### src/rtl/acin_pkg.sv
package acin_pkg;
  localparam int TAG_BITS   = 16;
  localparam int SLOT_BITS  = 20;
  localparam int SLOT_COUNT = 12;
  localparam int CAP_COUNT  = 8;
  localparam int SAMP_BITS  = 18;
  localparam int IDX_BITS   = 7;
  localparam int DATA_BITS  = 16;

  typedef struct packed {
    logic load;   // capture inputs and start a frame
    logic shift;  // advance the frame by one bit
  } txStrobe_t;
endpackage

### src/rtl/acin_ctrl.sv
module acin_ctrl
  import acin_pkg::*;
#(
  parameter int FRAME_W = 256
) (
  input  logic      clk,
  input  logic      rstN,
  input  logic      frameSync,
  input  logic      clocksStable,
  output txStrobe_t strb,
  output logic      codecReady
);
  localparam int CNT_W = $clog2(FRAME_W);

  logic             syncPrev;
  logic             active;
  logic [CNT_W-1:0] bitCnt;
  logic             syncRise;

  assign syncRise   = frameSync && !syncPrev;
  assign strb.load  = syncRise;
  assign strb.shift = active && !syncRise;

  always_ff @(posedge clk or negedge rstN) begin
    if (!rstN) begin
      syncPrev   <= 1'b0;
      codecReady <= 1'b0;
      active     <= 1'b0;
      bitCnt     <= '0;
    end else begin
      syncPrev <= frameSync;
      if (clocksStable) codecReady <= 1'b1;
      if (syncRise) begin
        active <= 1'b1;
        bitCnt <= '0;
      end else if (active) begin
        bitCnt <= bitCnt + 1'b1;
        if (bitCnt == CNT_W'(FRAME_W - 1)) active <= 1'b0;
      end
    end
  end

  // ready never falls back without a reset
  assert_ready_sticky_R2: assert property (@(posedge clk) disable iff (!rstN)
    codecReady |=> codecReady);

  // a frame lasts exactly FRAME_W bit clocks unless restarted
  assert_frame_len_R9: assert property (@(posedge clk) disable iff (!rstN)
    (active && bitCnt == CNT_W'(FRAME_W - 1) && !syncRise) |=> !active);

  // loading and shifting never happen together
  assert_strobe_excl_R9: assert property (@(posedge clk) disable iff (!rstN)
    $onehot0({strb.load, strb.shift}));
endmodule

### src/rtl/acin_datapath.sv
module acin_datapath
  import acin_pkg::*;
#(
  parameter int TAG_W   = TAG_BITS,
  parameter int SLOT_W  = SLOT_BITS,
  parameter int N_SLOTS = SLOT_COUNT,
  parameter int N_CAP   = CAP_COUNT,
  parameter int SAMP_W  = SAMP_BITS,
  parameter int IDX_W   = IDX_BITS,
  parameter int DATA_W  = DATA_BITS
) (
  input  logic                    clk,
  input  logic                    rstN,
  input  txStrobe_t               strb,
  input  logic                    codecReady,
  input  logic                    accValid,
  input  logic                    accIsRead,
  input  logic [IDX_W-1:0]        accIndex,
  input  logic [DATA_W-1:0]       rdData,
  input  logic [N_CAP-1:0]        slotReq,
  input  logic                    varRateEn,
  input  logic [N_CAP*SAMP_W-1:0] capSample,
  input  logic [N_CAP-1:0]        capValid,
  output logic                    sdataOut
);
  localparam int FRAME_W = TAG_W + N_SLOTS * SLOT_W;
  localparam int S1_PAD  = SLOT_W - 1 - IDX_W - N_CAP;
  localparam int S2_PAD  = SLOT_W - DATA_W;
  localparam int CAP_PAD = SLOT_W - SAMP_W;
  localparam int TAIL_W  = (N_SLOTS - 2 - N_CAP) * SLOT_W;
  localparam int TAG_PAD = TAG_W - 3 - N_CAP;

  logic                    readHit;
  logic [N_CAP-1:0]        srBits;
  logic [N_CAP-1:0]        capTag;
  logic [N_CAP*SLOT_W-1:0] capSlots;
  logic [TAG_W-1:0]        tagSlot;
  logic [SLOT_W-1:0]       slotOne;
  logic [SLOT_W-1:0]       slotTwo;
  logic [FRAME_W-1:0]      frameNext;
  logic [FRAME_W-1:0]      shiftReg;

  assign readHit = codecReady && accValid && accIsRead;

  for (genvar i = 0; i < N_CAP; i++) begin : gCap
    // slot i+3 sits at position i after the two register slots
    assign srBits[N_CAP-1-i] = codecReady && varRateEn && slotReq[i];
    assign capTag[N_CAP-1-i] = codecReady && capValid[i];
    assign capSlots[(N_CAP-1-i)*SLOT_W +: SLOT_W] =
      (codecReady && capValid[i]) ? {capSample[i*SAMP_W +: SAMP_W], {CAP_PAD{1'b0}}}
                                  : '0;
  end

  assign tagSlot = {codecReady, readHit, readHit, capTag, {TAG_PAD{1'b0}}};
  assign slotOne = {1'b0, (readHit ? accIndex : {IDX_W{1'b0}}), srBits, {S1_PAD{1'b0}}};
  assign slotTwo = readHit ? {rdData, {S2_PAD{1'b0}}} : '0;
  assign frameNext = {tagSlot, slotOne, slotTwo, capSlots, {TAIL_W{1'b0}}};

  always_ff @(posedge clk or negedge rstN) begin
    if (!rstN)           shiftReg <= '0;
    else if (strb.load)  shiftReg <= frameNext;
    else if (strb.shift) shiftReg <= {shiftReg[FRAME_W-2:0], 1'b0};
  end

  assign sdataOut = shiftReg[FRAME_W-1];

  // a frame started before ready carries nothing
  assert_ready_gate_R2: assert property (@(posedge clk) disable iff (!rstN)
    (strb.load && !codecReady) |=> (shiftReg == '0));

  // a write access never marks slot 1 or slot 2 valid
  assert_write_no_echo_R4: assert property (@(posedge clk) disable iff (!rstN)
    (strb.load && accValid && !accIsRead) |=> (shiftReg[FRAME_W-2 -: 2] == 2'b00));

  // the trailing slots load as zero
  assert_tail_zero_R8: assert property (@(posedge clk) disable iff (!rstN)
    strb.load |=> (shiftReg[TAIL_W-1:0] == '0));

  // the reserved tag bits load as zero
  assert_tag_reserved_R1: assert property (@(posedge clk) disable iff (!rstN)
    strb.load |=> (shiftReg[FRAME_W-TAG_W +: TAG_PAD] == '0));
endmodule

### src/rtl/acInFrameTx.sv
module acInFrameTx
  import acin_pkg::*;
#(
  parameter int TAG_W   = TAG_BITS,
  parameter int SLOT_W  = SLOT_BITS,
  parameter int N_SLOTS = SLOT_COUNT,
  parameter int N_CAP   = CAP_COUNT,
  parameter int SAMP_W  = SAMP_BITS,
  parameter int IDX_W   = IDX_BITS,
  parameter int DATA_W  = DATA_BITS
) (
  input  logic                    clk,
  input  logic                    rstN,
  input  logic                    frameSync,
  input  logic                    clocksStable,
  input  logic                    accValid,
  input  logic                    accIsRead,
  input  logic [IDX_W-1:0]        accIndex,
  input  logic [DATA_W-1:0]       rdData,
  input  logic [N_CAP-1:0]        slotReq,
  input  logic                    varRateEn,
  input  logic [N_CAP*SAMP_W-1:0] capSample,
  input  logic [N_CAP-1:0]        capValid,
  output logic                    sdataIn
);
  localparam int FRAME_W = TAG_W + N_SLOTS * SLOT_W;

  txStrobe_t strb;
  logic      codecReady;

  acin_ctrl #(.FRAME_W(FRAME_W)) uCtrl (
    .clk(clk), .rstN(rstN), .frameSync(frameSync), .clocksStable(clocksStable),
    .strb(strb), .codecReady(codecReady)
  );

  acin_datapath #(
    .TAG_W(TAG_W), .SLOT_W(SLOT_W), .N_SLOTS(N_SLOTS), .N_CAP(N_CAP),
    .SAMP_W(SAMP_W), .IDX_W(IDX_W), .DATA_W(DATA_W)
  ) uData (
    .clk(clk), .rstN(rstN), .strb(strb), .codecReady(codecReady),
    .accValid(accValid), .accIsRead(accIsRead), .accIndex(accIndex),
    .rdData(rdData), .slotReq(slotReq), .varRateEn(varRateEn),
    .capSample(capSample), .capValid(capValid), .sdataOut(sdataIn)
  );
endmodule

### config.mk
export PLATFORM = sky130hd
export DESIGN_NAME = acInFrameTx
export DESIGN_NICKNAME = d
export VERILOG_FILES = /design/src/rtl/acin_pkg.sv /design/src/rtl/acin_ctrl.sv /design/src/rtl/acin_datapath.sv /design/src/rtl/acInFrameTx.sv
export SDC_FILE = /design/constraint.sdc
export NUM_CORES = 1
export LEC_CHECK = 0
export BUFFER_PORTS_ARGS = -buffer_cell sky130_fd_sc_hd__buf_2
export CORE_UTILIZATION = 25
export CTS_CLUSTER_DIAMETER = 40
export CTS_CLUSTER_SIZE = 20
export DETAILED_ROUTE_END_ITERATION = 12
export GPL_ROUTABILITY_DRIVEN = 0
export PLACE_DENSITY = 0.46
export SKIP_LAST_GASP = 1
export SYNTH_ARGS = -nofsm -noshare
export SYNTH_HDL_FRONTEND = slang
export SYNTH_SLANG_ARGS = --single-unit
### constraint.sdc
create_clock -name clk -period 2.17 [get_ports clk]
set_input_delay 0.1085 -clock clk [delete_from_list [all_inputs] [get_ports clk]]
set_output_delay 0.1085 -clock clk [all_outputs]
set_load 0.02 [all_outputs]
==> results.py <==
metrics = {
    "synthesis": {
        "synth_area_leaders": "sky130_fd_sc_hd__dfrtp_1 56%, sky130_fd_sc_hd__a2bb2oi_1 14%, sky130_fd_sc_hd__o21ai_0 7.3%, sky130_fd_sc_hd__nand2_1 5.7%, sky130_fd_sc_hd__mux2i_1 5.4%",
        "synth.ff_latch_count": 225,
        "syn_inst": 947,
        "post_synth.cell_area_avg_um2": 10.7,
        "synth_sequential_area_ratio_pct": 55.5,
        "share_of_yosys_cell_area_claimed_by_the_top_area_cell_type_pct": 55.5,
        "synthesis.yosys.warnings": 0,
        "yosys.area.top_type": "sky130_fd_sc_hd__dfrtp_1",
        "syn-num-nets": 1138,
        "synthesis.area_um2": 10100,
        "post_synth_num_cell_types": 33,
    },
    "global_routing": {
        "pin_count_of_the_biggest_net_entering_global_routing": 107,
        "grt_usage_pct": 14.6,
        "grt_overflow": 0,
        "first_pass_grt_wire_length_mm": 48.3,
        "number_of_antenna_violations_at_the_first_check_in_global_routing": 1,
        "grt_pass1_vias": 9130,
    },
    "die": {
        "die-width_um": 203,
        "fp.coreArea_um2": 39800,
        "core.rowCount": 73,
        "die_area_um2": 41400,
        "die_height_um": 203,
        "floorplan.initialDensity_pct": 25.5,
        "io_pins": 191,
    },
    "min_path": {
        "min-delay-path-class": "in -> async",
    },
    "clock_network": {
        "count_of_h_tree_levels_built_during_cts": 2,
        "clock-sinks": 225,
        "post-cts-setup-buffers": 0,
        "clock_tree.buffer_depth": 3,
        "tritoncts_clock_tree": "yes",
        "postCtsResizedCells": 0,
        "clkLatencyLatePin_ns": 0.56,
        "cts_buffer_count": 47,
        "cts.clk_slew.worst_paths_ns": 0.05,
        "cts_root_buffer": "sky130_fd_sc_hd__clkbuf_16",
        "cts_hold_buf": 178,
    },
    "placed_design": {
        "place_ws_ns": 0.496,
        "port-buffer-count": 190,
        "dpl.hpwl_mm": 17.4,
    },
    "final_layout": {
        "multi_input_comb_area_um2": 3980,
        "layout.area.seq_um2": 5630,
        "most-common-layout-cells": "224 x sky130_fd_sc_hd__dfrtp_1, 189 x sky130_fd_sc_hd__buf_2, 178 x sky130_fd_sc_hd__dlygate4sd3_1, 157 x sky130_fd_sc_hd__a2bb2oi_1, 155 x sky130_fd_sc_hd__nand2_1",
        "synthesis_to_finish_area_growth_pct": 48.0,
        "finish.utilization_pct": 37.7,
        "fillerInstances": 3961,
        "number_of_nets_in_the_finished_design": 1497,
        "layout.cells.most_common": "sky130_fd_sc_hd__dfrtp_1",
        "final_layout_size_suffix_gt1_share_pct": 22.9,
    },
    "route": {
        "detailedRoute.firstPassIterationCount": 5,
        "detail_route.drc_violations": 0,
        "vias_per_cell": 4.64,
        "first_iter_violations": 404,
        "ant_nets": 0,
        "vias": 8669,
        "overall_routed_net_length_mm": 29.7,
        "routed_wire_length_per_instance_um": 15.9,
    },
    "timing": {
        "fin_skew_ns": 0.0125,
        "totalNegativeSetupSlack_ns": 0,
        "timing_hold_violations_final": 0,
        "timing.final.max_slew_violations": 0,
        "period_share_pct": 75.8,
        "worst_slew_pin_slew_ns": 0.540,
        "grt_setup_unrepaired": "no",
        "finalWorstSetupSlack_ns": 0.526,
        "report.final.setup_viol": 0,
        "final_period_minus_worst_setup_slack_ns": 1.64,
        "maxClockFrequency_mhz": 608,
        "rel_slew_slack_pct": 64.0,
    },
    "setup_path": {
        "critical_path_class": "reg -> reg",
        "worstPathRequired_ns": 2.64,
        "crit_fanout": 23,
        "r2r-start": "uCtrl.codecReady",
        "critical_path.startpoint": "uCtrl.codecReady",
        "timing.critical_path.from_type": "register",
        "worst_ep_arrival_time_ns": 2.12,
        "worst_setup_path_end_kind": "register",
    },
    "pwr": {
        "power.clock.fraction_pct": 54.5,
        "power.static_leakage_nw": 7.40,
        "powerDensity_nw_per_um2": 897,
        "seq_power_share_pct": 35.8,
        "p_int_w": 0.0103,
        "ir_drop_mv": 0.621,
        "power.share.combinational_pct": 9.7,
        "switching_power_w": 0.00319,
        "switching_share_pct": 23.7,
    },
    "flow_run": {
        "maxCapViolations": 0,
    },
    "status": {
        "status": "completed",
    },
}
==> Yosys cell counts <==
cell / instances
sky130_fd_sc_hd__buf_8: 8
sky130_fd_sc_hd__buf_2: 25
sky130_fd_sc_hd__nand4_1: 3
sky130_fd_sc_hd__ha_1: 1
sky130_fd_sc_hd__clkbuf_2: 1
sky130_fd_sc_hd__nand2_2: 1
sky130_fd_sc_hd__buf_4: 15
sky130_fd_sc_hd__o21ai_1: 8
sky130_fd_sc_hd__dfrtp_1: 225
sky130_fd_sc_hd__nand2b_2: 1
sky130_fd_sc_hd__buf_6: 3
sky130_fd_sc_hd__inv_4: 1
sky130_fd_sc_hd__mux2i_1: 55
sky130_fd_sc_hd__o21ai_0: 148
sky130_fd_sc_hd__and2_1: 1
sky130_fd_sc_hd__xnor2_1: 1
sky130_fd_sc_hd__nor2_1: 33
sky130_fd_sc_hd__inv_1: 7
sky130_fd_sc_hd__nand3_1: 4
sky130_fd_sc_hd__clkbuf_1: 35
sky130_fd_sc_hd__nor2_2: 2
sky130_fd_sc_hd__o2bb2ai_1: 23
sky130_fd_sc_hd__nand2_1: 155
sky130_fd_sc_hd__and4b_1: 9
sky130_fd_sc_hd__a22o_1: 1
sky130_fd_sc_hd__nand2b_1: 1
sky130_fd_sc_hd__a2bb2oi_1: 157
sky130_fd_sc_hd__a21oi_1: 14
sky130_fd_sc_hd__xor2_1: 3
sky130_fd_sc_hd__nor2b_1: 1
sky130_fd_sc_hd__o22a_1: 1
sky130_fd_sc_hd__or2_2: 1
sky130_fd_sc_hd__or3_1: 3
==> cells by family (layout without fill, tap and decap cells) <==
family / Yosys count / after routing / share of synthesized area [%]
AOI/OAI and AO/OA: 352 / 352 / 24.1
DFF: 225 / 225 / 55.5
and+or+nand+nor: 215 / 215 / 8.93
buffers and inverters: 95 / 490 / 5.53
muxes: 55 / 55 / 5.43
xor gates and xnor gates: 4 / 4 / 0.346
adders and majority gates: 1 / 1 / 0.123
other: 0 / 1 / 0
==> layout make-up <==
cell class	count	share of cell area (%)
Sequential cell	225	37.5
Timing Repair Buffer	397	20.5
Tap cell	525	4.38
Multi-Input combinational cell	627	26.5
Clock inverter	23	2.01
Clock buffer	62	8.88
Antenna cell	1	0.0167
Inverter	8	0.217
==> worst paths after layout <==
| kind | slack, ns | depth (start not counted) | end |
|---|---|---|---|
| max reg2reg | 0.53 | 4 | uData.shiftReg[213] |
| min reg2reg | 0.50 | 1 | uData.shiftReg[42] |
| min in group clk | 0.07 | 4 | uData.shiftReg[254] |
| min | 0.05 | 2 | uData.shiftReg[212] |
| max in group asynchronous | 1.37 | 3 | uData.shiftReg[116] |
| max | 0.53 | 4 | uData.shiftReg[213] |
==> power groups by stage <==
stage                     Combinational [W]  Sequential (W)  Clock, W
after floorplan                    0.000660         0.00482         0
after global placement              0.00104         0.00489         0
after detailed placement            0.00107         0.00488         0
after CTS                           0.00132         0.00482   0.00757
after global routing                0.00146         0.00487   0.00777
final                               0.00130         0.00482   0.00734
==> state kept, by name, indices dropped and copies added (netlist names) <==
signal / flops
uData.shiftReg: 214
uCtrl.active: 1
uCtrl.codecReady: 1
uCtrl.syncPrev: 1
uCtrl.bitCnt: 8
==> metrics by stage <==
step	power (W)	instances	area, um2	hold slack, ns
5_1_grt	0.0141	1868	15000	0.0640
6_report	0.0135	1868	15000	0.0517
3_3_place_gp	0.00593	1604	11600	0.0487
2_1_floorplan	0.00548	947	10100	-0.187
4_1_cts	0.0137	1867	15000	0.0234
3_5_place_dp	0.00594	1604	11600	0.0485
==> critical path, cell delays in order, from the launching register on <==
cell	delay, ns
sky130_fd_sc_hd__dfrtp_1	0.67
sky130_fd_sc_hd__nand3_1	0.29
sky130_fd_sc_hd__nor2_2	0.14
sky130_fd_sc_hd__buf_4	0.28
sky130_fd_sc_hd__o2bb2ai_1	0.16
==> metal layers <==
metal | vias up | GRT usage, % | share of wire, %
li1 | 4174 | - | -
met1 | 4207 | 19.6 | 47
met4 | 0 | 4.91 | 2.3
met3 | 52 | 3.82 | 5.8
met2 | 236 | 22.8 | 45
met5 | - | 0 | 0
Note: power is estimated with default switching activity, not from simulation.
